$ cat src/rtl/rme_pkg.sv
package rme_pkg;
   // Bit positions inside the command enable input.
   localparam int unsigned CMD_IO_BIT  = 0;
   localparam int unsigned CMD_MEM_BIT = 1;

   typedef enum logic {
      KIND_MEM = 1'b0,
      KIND_IO  = 1'b1
   } region_kind_e;
endpackage

$ cat src/rtl/rme_region_decode.sv
// Combinational decode of one region: masked base, last address, mapped flag.
module rme_region_decode #(
   parameter int unsigned ADDR_W     = 32,
   parameter int unsigned IO_SPACE_W = 16,
   parameter int unsigned SIZE_LOG2  = 8,
   parameter bit          IS_IO      = 1'b0,
   parameter bit          IS_ROM     = 1'b0
) (
   input  logic [ADDR_W-1:0] raw,
   input  logic              io_en,
   input  logic              mem_en,
   output logic              map_ok,
   output logic [ADDR_W-1:0] base,
   output logic [ADDR_W-1:0] last
);
   localparam logic [ADDR_W-1:0] ONE     = {{(ADDR_W-1){1'b0}}, 1'b1};
   localparam logic [ADDR_W-1:0] SPAN_M1 = (ONE << SIZE_LOG2) - ONE;
   localparam logic [ADDR_W-1:0] MASK    = ~SPAN_M1;

   if (SIZE_LOG2 == 0) begin : g_empty
      logic unused_in;
      assign unused_in = ^{raw, io_en, mem_en};
      assign map_ok = 1'b0;
      assign base   = '0;
      assign last   = '0;
   end else begin : g_sized
      logic [ADDR_W-1:0] masked, top_addr;
      logic              shape_ok, fits;

      always_comb begin
         masked   = raw & MASK;
         top_addr = masked + SPAN_M1;
         shape_ok = (masked != '0) && (top_addr > masked);
      end

      if (IS_IO) begin : g_io
         logic unused_in;
         assign unused_in = mem_en;
         assign fits = io_en && shape_ok && ((top_addr >> IO_SPACE_W) == '0);
      end else begin : g_mem
         logic unused_in;
         logic rom_gate;
         assign unused_in = io_en;
         assign rom_gate  = IS_ROM ? raw[0] : 1'b1;
         assign fits = mem_en && rom_gate && shape_ok && (top_addr != '1);
      end

      assign map_ok = fits;
      assign base   = fits ? masked   : '0;
      assign last   = fits ? top_addr : '0;
   end
endmodule

$ cat src/rtl/rme_region_track.sv
// Holds one region's evaluated window and flags changes between evaluations.
module rme_region_track #(
   parameter int unsigned ADDR_W = 32
) (
   input  logic              clk,
   input  logic              rst_n,
   input  logic              eval,
   input  logic              in_ok,
   input  logic [ADDR_W-1:0] in_base,
   input  logic [ADDR_W-1:0] in_last,
   output logic              ok_q,
   output logic [ADDR_W-1:0] base_q,
   output logic [ADDR_W-1:0] last_q,
   output logic              changed_q
);
   always_ff @(posedge clk) begin
      if (!rst_n) begin
         ok_q      <= 1'b0;
         base_q    <= '0;
         last_q    <= '0;
         changed_q <= 1'b0;
      end else begin
         changed_q <= eval && ((in_ok != ok_q) || (in_base != base_q));
         if (eval) begin
            ok_q   <= in_ok;
            base_q <= in_base;
            last_q <= in_last;
         end
      end
   end

   // without an evaluation the stored window holds.
   p_hold_r8: assert property (@(posedge clk) disable iff (!rst_n)
      !eval |=> ($stable(base_q) && $stable(ok_q)));
   // a change flag never survives a cycle without an evaluation.
   p_pulse_one_r9: assert property (@(posedge clk) disable iff (!rst_n)
      (changed_q && !eval) |=> !changed_q);
   // a mapped window never starts at zero.
   p_nonzero_r3: assert property (@(posedge clk) disable iff (!rst_n)
      ok_q |-> (base_q != '0));
endmodule

$ cat src/rtl/region_map_eval.sv
module region_map_eval #(
   parameter int unsigned ADDR_W     = 32,
   parameter int unsigned IO_SPACE_W = 16,
   parameter int unsigned NUM_BARS   = 6,
   parameter int unsigned REGION_LOG2 [NUM_BARS+1] = '{8, 4, 12, 0, 5, 16, 11},
   parameter logic [NUM_BARS-1:0] BAR_IS_IO = 6'b010010
) (
   input  logic                           clk,
   input  logic                           rst_n,
   input  logic                           eval_req,
   input  logic [1:0]                     cmd_enables,
   input  logic [NUM_BARS*ADDR_W-1:0]     bar_raw,
   input  logic [ADDR_W-1:0]              rom_raw,
   input  logic [ADDR_W-1:0]              acc_addr,
   input  logic                           acc_is_io,
   output logic [NUM_BARS:0]              region_valid,
   output logic [(NUM_BARS+1)*ADDR_W-1:0] region_base,
   output logic [NUM_BARS:0]              region_changed,
   output logic [NUM_BARS:0]              region_hit
);
   import rme_pkg::*;

   localparam int unsigned NREG    = NUM_BARS + 1;
   localparam int unsigned ROM_IDX = NUM_BARS;

   if (NUM_BARS < 1) begin : g_bad_count
      $error("NUM_BARS must be at least 1");
   end
   if (IO_SPACE_W >= ADDR_W) begin : g_bad_io_w
      $error("IO_SPACE_W must be narrower than ADDR_W");
   end

   logic io_en, mem_en;
   assign io_en  = cmd_enables[CMD_IO_BIT];
   assign mem_en = cmd_enables[CMD_MEM_BIT];

   for (genvar i = 0; i < NREG; i++) begin : g_region
      localparam bit IS_ROM = (i == ROM_IDX);
      localparam bit IS_IO  = IS_ROM ? 1'b0 : BAR_IS_IO[i];
      localparam region_kind_e KIND = IS_IO ? KIND_IO : KIND_MEM;

      if (REGION_LOG2[i] >= ADDR_W) begin : g_bad_size
         $error("region size exceeds address width");
      end
      if (IS_IO && REGION_LOG2[i] > IO_SPACE_W) begin : g_bad_io_size
         $error("I/O region larger than the port space");
      end

      logic [ADDR_W-1:0] raw, d_base, d_last, last_q, base_q;
      logic              d_ok;

      if (IS_ROM) begin : g_rom_src
         assign raw = rom_raw;
      end else begin : g_bar_src
         assign raw = bar_raw[i*ADDR_W +: ADDR_W];
      end

      rme_region_decode #(
         .ADDR_W     (ADDR_W),
         .IO_SPACE_W (IO_SPACE_W),
         .SIZE_LOG2  (REGION_LOG2[i]),
         .IS_IO      (IS_IO),
         .IS_ROM     (IS_ROM)
      ) u_dec (
         .raw    (raw),
         .io_en  (io_en),
         .mem_en (mem_en),
         .map_ok (d_ok),
         .base   (d_base),
         .last   (d_last)
      );

      rme_region_track #(
         .ADDR_W (ADDR_W)
      ) u_trk (
         .clk       (clk),
         .rst_n     (rst_n),
         .eval      (eval_req),
         .in_ok     (d_ok),
         .in_base   (d_base),
         .in_last   (d_last),
         .ok_q      (region_valid[i]),
         .base_q    (base_q),
         .last_q    (last_q),
         .changed_q (region_changed[i])
      );

      assign region_base[i*ADDR_W +: ADDR_W] = base_q;
      assign region_hit[i] = region_valid[i]
                           && (region_kind_e'(acc_is_io) == KIND)
                           && (acc_addr >= base_q)
                           && (acc_addr <= last_q);

      if (IS_IO) begin : g_io_chk
         // I/O enable low at evaluation leaves the region unmapped.
         p_io_gate_r2: assert property (@(posedge clk) disable iff (!rst_n)
            (eval_req && !io_en) |=> !region_valid[i]);
         // a mapped I/O window ends inside the port space.
         p_io_window_r4: assert property (@(posedge clk) disable iff (!rst_n)
            region_valid[i] |-> ((last_q >> IO_SPACE_W) == '0));
      end else begin : g_mem_chk
         // memory enable low at evaluation leaves the region unmapped.
         p_mem_gate_r2: assert property (@(posedge clk) disable iff (!rst_n)
            (eval_req && !mem_en) |=> !region_valid[i]);
         // a mapped memory window never ends on the all-ones address.
         p_mem_top_r5: assert property (@(posedge clk) disable iff (!rst_n)
            region_valid[i] |-> (last_q != '1));
      end

      if (IS_ROM) begin : g_rom_chk
         // ROM enable bit clear at evaluation leaves the ROM unmapped.
         p_rom_enable_r6: assert property (@(posedge clk) disable iff (!rst_n)
            (eval_req && !rom_raw[0]) |=> !region_valid[i]);
      end
   end
endmodule

$ cat config.mk
export PLATFORM = sky130hd
export DESIGN_NAME = region_map_eval
export DESIGN_NICKNAME = d
export VERILOG_FILES = /design/src/rtl/rme_pkg.sv /design/src/rtl/rme_region_decode.sv /design/src/rtl/rme_region_track.sv /design/src/rtl/region_map_eval.sv
export SDC_FILE = /design/constraint.sdc
export NUM_CORES = 1
export LEC_CHECK = 0
export ABC_CLOCK_PERIOD_IN_PS = 2850
export BUFFER_PORTS_ARGS = -buffer_cell sky130_fd_sc_hd__buf_2
export CAP_MARGIN = 20
export CORE_AREA = 2 2 200 202
export DETAILED_ROUTE_END_ITERATION = 10
export DIE_AREA = 0 0 202 204
export HOLD_SLACK_MARGIN = 0.02
export SYNTH_ARGS = -nofsm -noshare
export SYNTH_HDL_FRONTEND = slang
export SYNTH_SLANG_ARGS = --single-unit
$ cat constraint.sdc
create_clock -name clk -period 2.85 [get_ports clk]
set_clock_uncertainty 0.1 [all_clocks]
set_input_delay 0 -clock clk [delete_from_list [all_inputs] [get_ports clk]]
set_output_delay 0 -clock clk [all_outputs]
set_load 0.005 [all_outputs]
# --- Yosys cells after proc, flatten, opt, wreduce, memory -nomap -nowiden ---
# Index checks and enable logic that the tools add are counted.
totals:
  register_bits: 396
classes:
  n_addsub: 6
  n_lt_le_gt_ge: 18
  n_eq_ne: 16
  mux: 12
  bitwise_logic: 1
  n_reduce_logical: 57
op_table:
  columns: ["op", "count"]
  rows:
  - ["32-bit two-way mux", 12]
  - ["32-bit greater-or-equal comparator", 6]
  - ["32-bit > comparator", 6]
  - ["32-bit less-or-equal comparator", 6]
  - ["32-bit inequality test", 6]
  - ["32-bit nonzero test", 6]
  - ["32-bit inequality test, second input constant", 4]
  - ["32-bit zero test", 2]
  - ["1-bit logical AND", 43]
  - ["32-bit by 11-bit adder with 32-bit output, second input constant", 1]
  - ["32-bit by 12-bit adder with 32-bit output, second input constant", 1]
  - ["32-bit by 16-bit adder with 32-bit output, second input constant", 1]
  - ["32-bit by 4-bit adder with 32-bit output, second input constant", 1]
  - ["32-bit by 5-bit adder with 32-bit output, second input constant", 1]
  - ["32-bit by 8-bit adder with 32-bit output, second input constant", 1]
  - ["1-bit logical OR", 6]
  - ["1-bit inequality test", 6]
  - ["1-bit inverter", 1]

# --- Depth between registers and ports, before layout ---
logic_depth:
  depth_word: 9
  ltp_mapped: 10
  depth_no_buf: 10

# --- Cells and area by module ---
# A second synthesis with hierarchy kept.
hier_totals:
  hier_cells: 3960
  hier_area_um2: 35774.3
modules_own_cells:
  columns: ["module", "instances", "cells_per_inst", "area_per_inst_um2"]
  rows:
  - ["rme_region_track", 7, 257, 2892.8]
  - ["region_map_eval", 1, 1589, 11205.7]
  - ["rme_region_decode (g_region[1].u_dec)", 1, 91, 659.4]
  - ["rme_region_decode (g_region[0].u_dec)", 1, 87, 644.4]
  - ["rme_region_decode (g_region[5].u_dec)", 1, 78, 640.6]
  - ["rme_region_decode (g_region[2].u_dec)", 1, 85, 633.1]
  - ["rme_region_decode (g_region[4].u_dec)", 1, 83, 626.9]
  - ["rme_region_decode (g_region[6].u_dec)", 1, 82, 623.1]
  - ["rme_region_decode (g_region[3].u_dec)", 1, 66, 491.7]

# --- Worst setup path before layout ---
# Ideal clock, no wire load.
synth_path:
  path_kind: "flip-flop to output port"
  from: "register g_region[6].u_trk.last_q[19]"
  to: "output region_hit[6]"
  arrival_time_ns: 2.453
  t_required_ns: 2.750
  setup_slack_ns: 0.297
  path_stages_with_launch: 11
  path_buffers: 0
  cell_sequence: "dfxtp_1 inv_1 ha_1 a21o_1 a21o_1 a211o_1 a21o_1 a21o_1 a211oi_1 o31ai_1 a2111oi_0"
synth_via:
  elab_chain_cells: 2
synth_rtl:
  columns: ["item", "line_no", "source"]
  rows:
  - ["start: declaration", "rme_region_track.sv:13", "output logic [ADDR_W-1:0] last_q,"]
  - ["start signal: assignment", "rme_region_track.sv:27", "last_q <= in_last;"]
  - ["32-bit less-or-equal comparator", "region_map_eval.sv:92", "&& (acc_addr <= last_q);"]
  - ["1-bit logical AND", "region_map_eval.sv:92", null]
  - ["end: declaration", "region_map_eval.sv:19", "output logic [NUM_BARS:0] region_hit"]
# Every way passes these cells.

# --- Final worst setup path ---
# Ends and elaborated chain as after synthesis.

==> results.md <==
- Met3 Usage GRT: 0.0504
- Yosys top cell by area: dfxtp_1
- Most common cell after layout, fill and taps aside: buf_2
- Worst VDD drop: 0.409 mV
- CTS root buf: clkbuf_16
- Hold WS: 59.2 ps
- Fillers: 3869
- Starting Density: 0.324
- Crit-path max cell delay: 350 ps
- Pwr/cell area: 356 mW/mm²
- Grt met1 use: 0.298
- Final #Nets: 2469
- RSZ-0062 raised after global routing: yes
- Max frequency: 342 MHz
- Avg Cell Area, Syn: 8.33 µm²
- Compound-Gate Fraction of Synth Area: 0.241
- Multi-input gate area: 0.00894 mm²
- WL/cell: 20.0 µm
- Final HPWL DP: 38000 µm
- Share of layout cells above drive strength 1: 0.271
- Vias in the first global route: 12811
- CTS Buf Count: 17
- Global route total overflow: 0
- Gr usage total: 0.238
- Yosys cell types: 74
- Yosys warning total: 0
- Slack of the critical path: -73.3 ps
- Worst-path clk slew: 60 ps
- Register bit count reported by yosys: 148
- DRC violations left: 0
- Synth-to-Final Area Change: 35.4%
- CP Max Fanout: 2
- Met2 track demand over resource: 0.390
- Largest net degree at the start of global routing: 133
- Placed Instance Area: 0.0148 mm²
- Post-synth ARST share: 0
- Clock Latency Late Sink: 480 ps
- HP Class: in2reg
- Post-route ant nets: 0
- XOR/XNOR Fraction of Synth Area: 0.0290
- Final setup viols: 3
- Post-Synth Simple-Gate Area: 0.181
- Switching Share: 0.314
- Cell Chain, Critical Path: inv_2, ha_4, a21o_1, a21o_1, a211o_1, a21o_1, a21o_1, a211oi_2, o31ai_1, a2111oi_1, buf_4, buf_6
- Setup crit start kind: flop
- Int Power: 4.20 mW
- Sequential share of power: 0.355
- Die footprint: 0.0412 mm²
- Row cnt: 73
- Failing checks: negative setup slack
- Die Width: 202 µm
- Crit path time final: 2920 ps
- CTS tree: built
- Busiest grt layer: met2
- Crit path DAT: 2820 ps
- Vias: 13558
- Post-synth EDFFs: 0
- Placed insts: 2380
- CP most frequent cell: a21o_1
- Combinational share of power: 0.250
- Status: finished, violations left
- Worst path slowest cell: a2111oi_1
- Post-route insts no fill: 2548
- Area share of the largest cell type after synthesis: 0.233
- Adder-cell share of the synthesized area: 0.195
- Net Switching: 1.92 mW
- Final instance area: 0.0172 mm²
- Routed wire length: 51000 µm
- Fin crit share: 1.03
- First-pass GRT wire length: 74500 µm
- Synth Cell Area: 0.0127 mm²
- Max Slew Vio Count: 0
- Vias/cell: 5.32
- CTS Buffer Depth: 2
- Commonest non-fill, non-tap cells in the layout: 325 x buf_2, 178 x ha_1, 150 x inv_1
- Clock power share: 0.395
- Largest cells by area after synthesis: dfxtp_1 23%, ha_1 19%, a22o_1 6.8%
- Worst slew pin tran: 673 ps
- Initial DRT Pass Iterations: 5
- Multiplexer share of the synthesized area: 0.000886
- Relative slew slack: 0.551
- CP Capture Type: primary output
- Port bufs: 328
- Seq/Total Area, Yosys: 0.233
- Largest family of logic cells by synthesized area: compound AO/OA/AOI/OAI gates
- CTS Sinks: 148
- 1st-iter DRT viols: 837
- Initial antenna violation count: 1
- CTS H-Tree Depth: 4
- Max_cap viols: 0
- Top Ports: 507
- CP Class: reg2out
- Register Area: 0.00304 mm²
- CP Data Required Time: 2750 ps
- Top FF cell, synth: dfxtp_1
- Leakage Power: 7.59 nW
- Core ar.: 0.0392 mm²
- Synthesized instance count: 1525
- Routability cong.: 0.889
- Power Total: 6.12 mW
- Die height: 204 µm
- Final-report hold violation count: 0
==> sequential cells by signal, indices dropped and copies added, names as in the netlist <==
signal / cells
g_region.u_trk.changed_q: 6
g_region.u_trk.base_q: 1
g_region.u_trk.last_q: 141
==> repair_timing <==
| item | 4_1_cts | 5_1_grt |
|---|---|---|
| pin swaps | 34 | 26 |
| hold buffers | 108 | 0 |
| gates resized for setup | 84 | 50 |
| buffers inserted | 17 | 8 |
| setup endpoints to repair | 6 | 6 |
| endpoints found under the hold margin | 109 | 0 |
==> layer usage <==
metal	vias to the layer above	routed length, µm
met5	-	11
met1	6383	21400
met2	596	23800
met4	2	2000
li1	6478	-
met3	99	3740
==> final cells by class <==
class,instances,share of cell area
Tap cell,525,0.0382
Multi-Input combinational cell,1169,0.520
Clock buffer,19,0.0258
Inverter,162,0.0359
Clock inverter,13,0.0101
Timing Repair Buffer,511,0.193
Antenna cell,1,0.000145
Sequential cell,148,0.177
==> metrics by stage <==
stage          setup WS, ps  setup TNS, ps  utilization
2_1_floorplan           297              0            -
5_1_grt                -265           -765        0.439
3_5_place_dp           56.2              0        0.378
4_1_cts                -101           -253        0.431
3_3_place_gp           54.6              0        0.378
6_report              -73.3           -132        0.439
==> synthesized netlist by cell type (all sizes together) (5+ instances only) <==
master and count:
nor2 84, xor2 10, and2 46, o211ai 11, dfxtp 148, nor3 18
buf 112, or4 7, nor2b 20, nand2b 6, a2111oi 9, a31oi 27
clkbuf 24, o22ai 7, nand3 37, nand2 48, nor4b 18, a211oi 14
a41oi 5, inv 162, o21a 12, nor4 41, and4 6, nand4 68
o21ai 69, a22o 98, o32ai 17, xnor2 32, a21oi 57, a21o 53
ha 198, a22oi 7
==> logic make-up after synthesis <==
kind of cell | after synthesis
simple gates | 414
mux | 1
compound gates | 423
xor+xnor | 42
other cells | 1
fa+ha+maj | 198
buf+inv | 298
flops | 148
==> worst max-delay path, delay by kind of cell, from the launching register on <==
kind | cells | cell delay (ps)
compound gates | 8 | 1510
fa+ha+maj | 1 | 210
buf+inv | 3 | 320
flops | 1 | 330
==> power groups by stage <==
stage / Combinational (mW) / Sequential (mW) / Clock (mW)
floorplan: 0.789 / 2.21 / 0
global placement: 1.26 / 2.22 / 0
detailed placement: 1.30 / 2.22 / 0
CTS: 1.47 / 2.17 / 2.49
global route: 1.69 / 2.18 / 2.55
finish: 1.53 / 2.17 / 2.42
==> path summary, 6_finish.rpt <==
path                                                   start                      endpoint  slack (ps)  depth (start not counted)
worst max register to register  g_region[5].u_trk.last_q[30]   g_region[5].u_trk.changed_q         670                          7
worst max-delay path            g_region[6].u_trk.last_q[19]                 region_hit[6]         -70                         12
worst min-delay path                                eval_req   g_region[0].u_trk.changed_q          60                          4
worst min register to register  g_region[1].u_trk.last_q[26]  g_region[1].u_trk.last_q[26]         370                          1
Note: power is estimated with default switching activity, not from simulation.
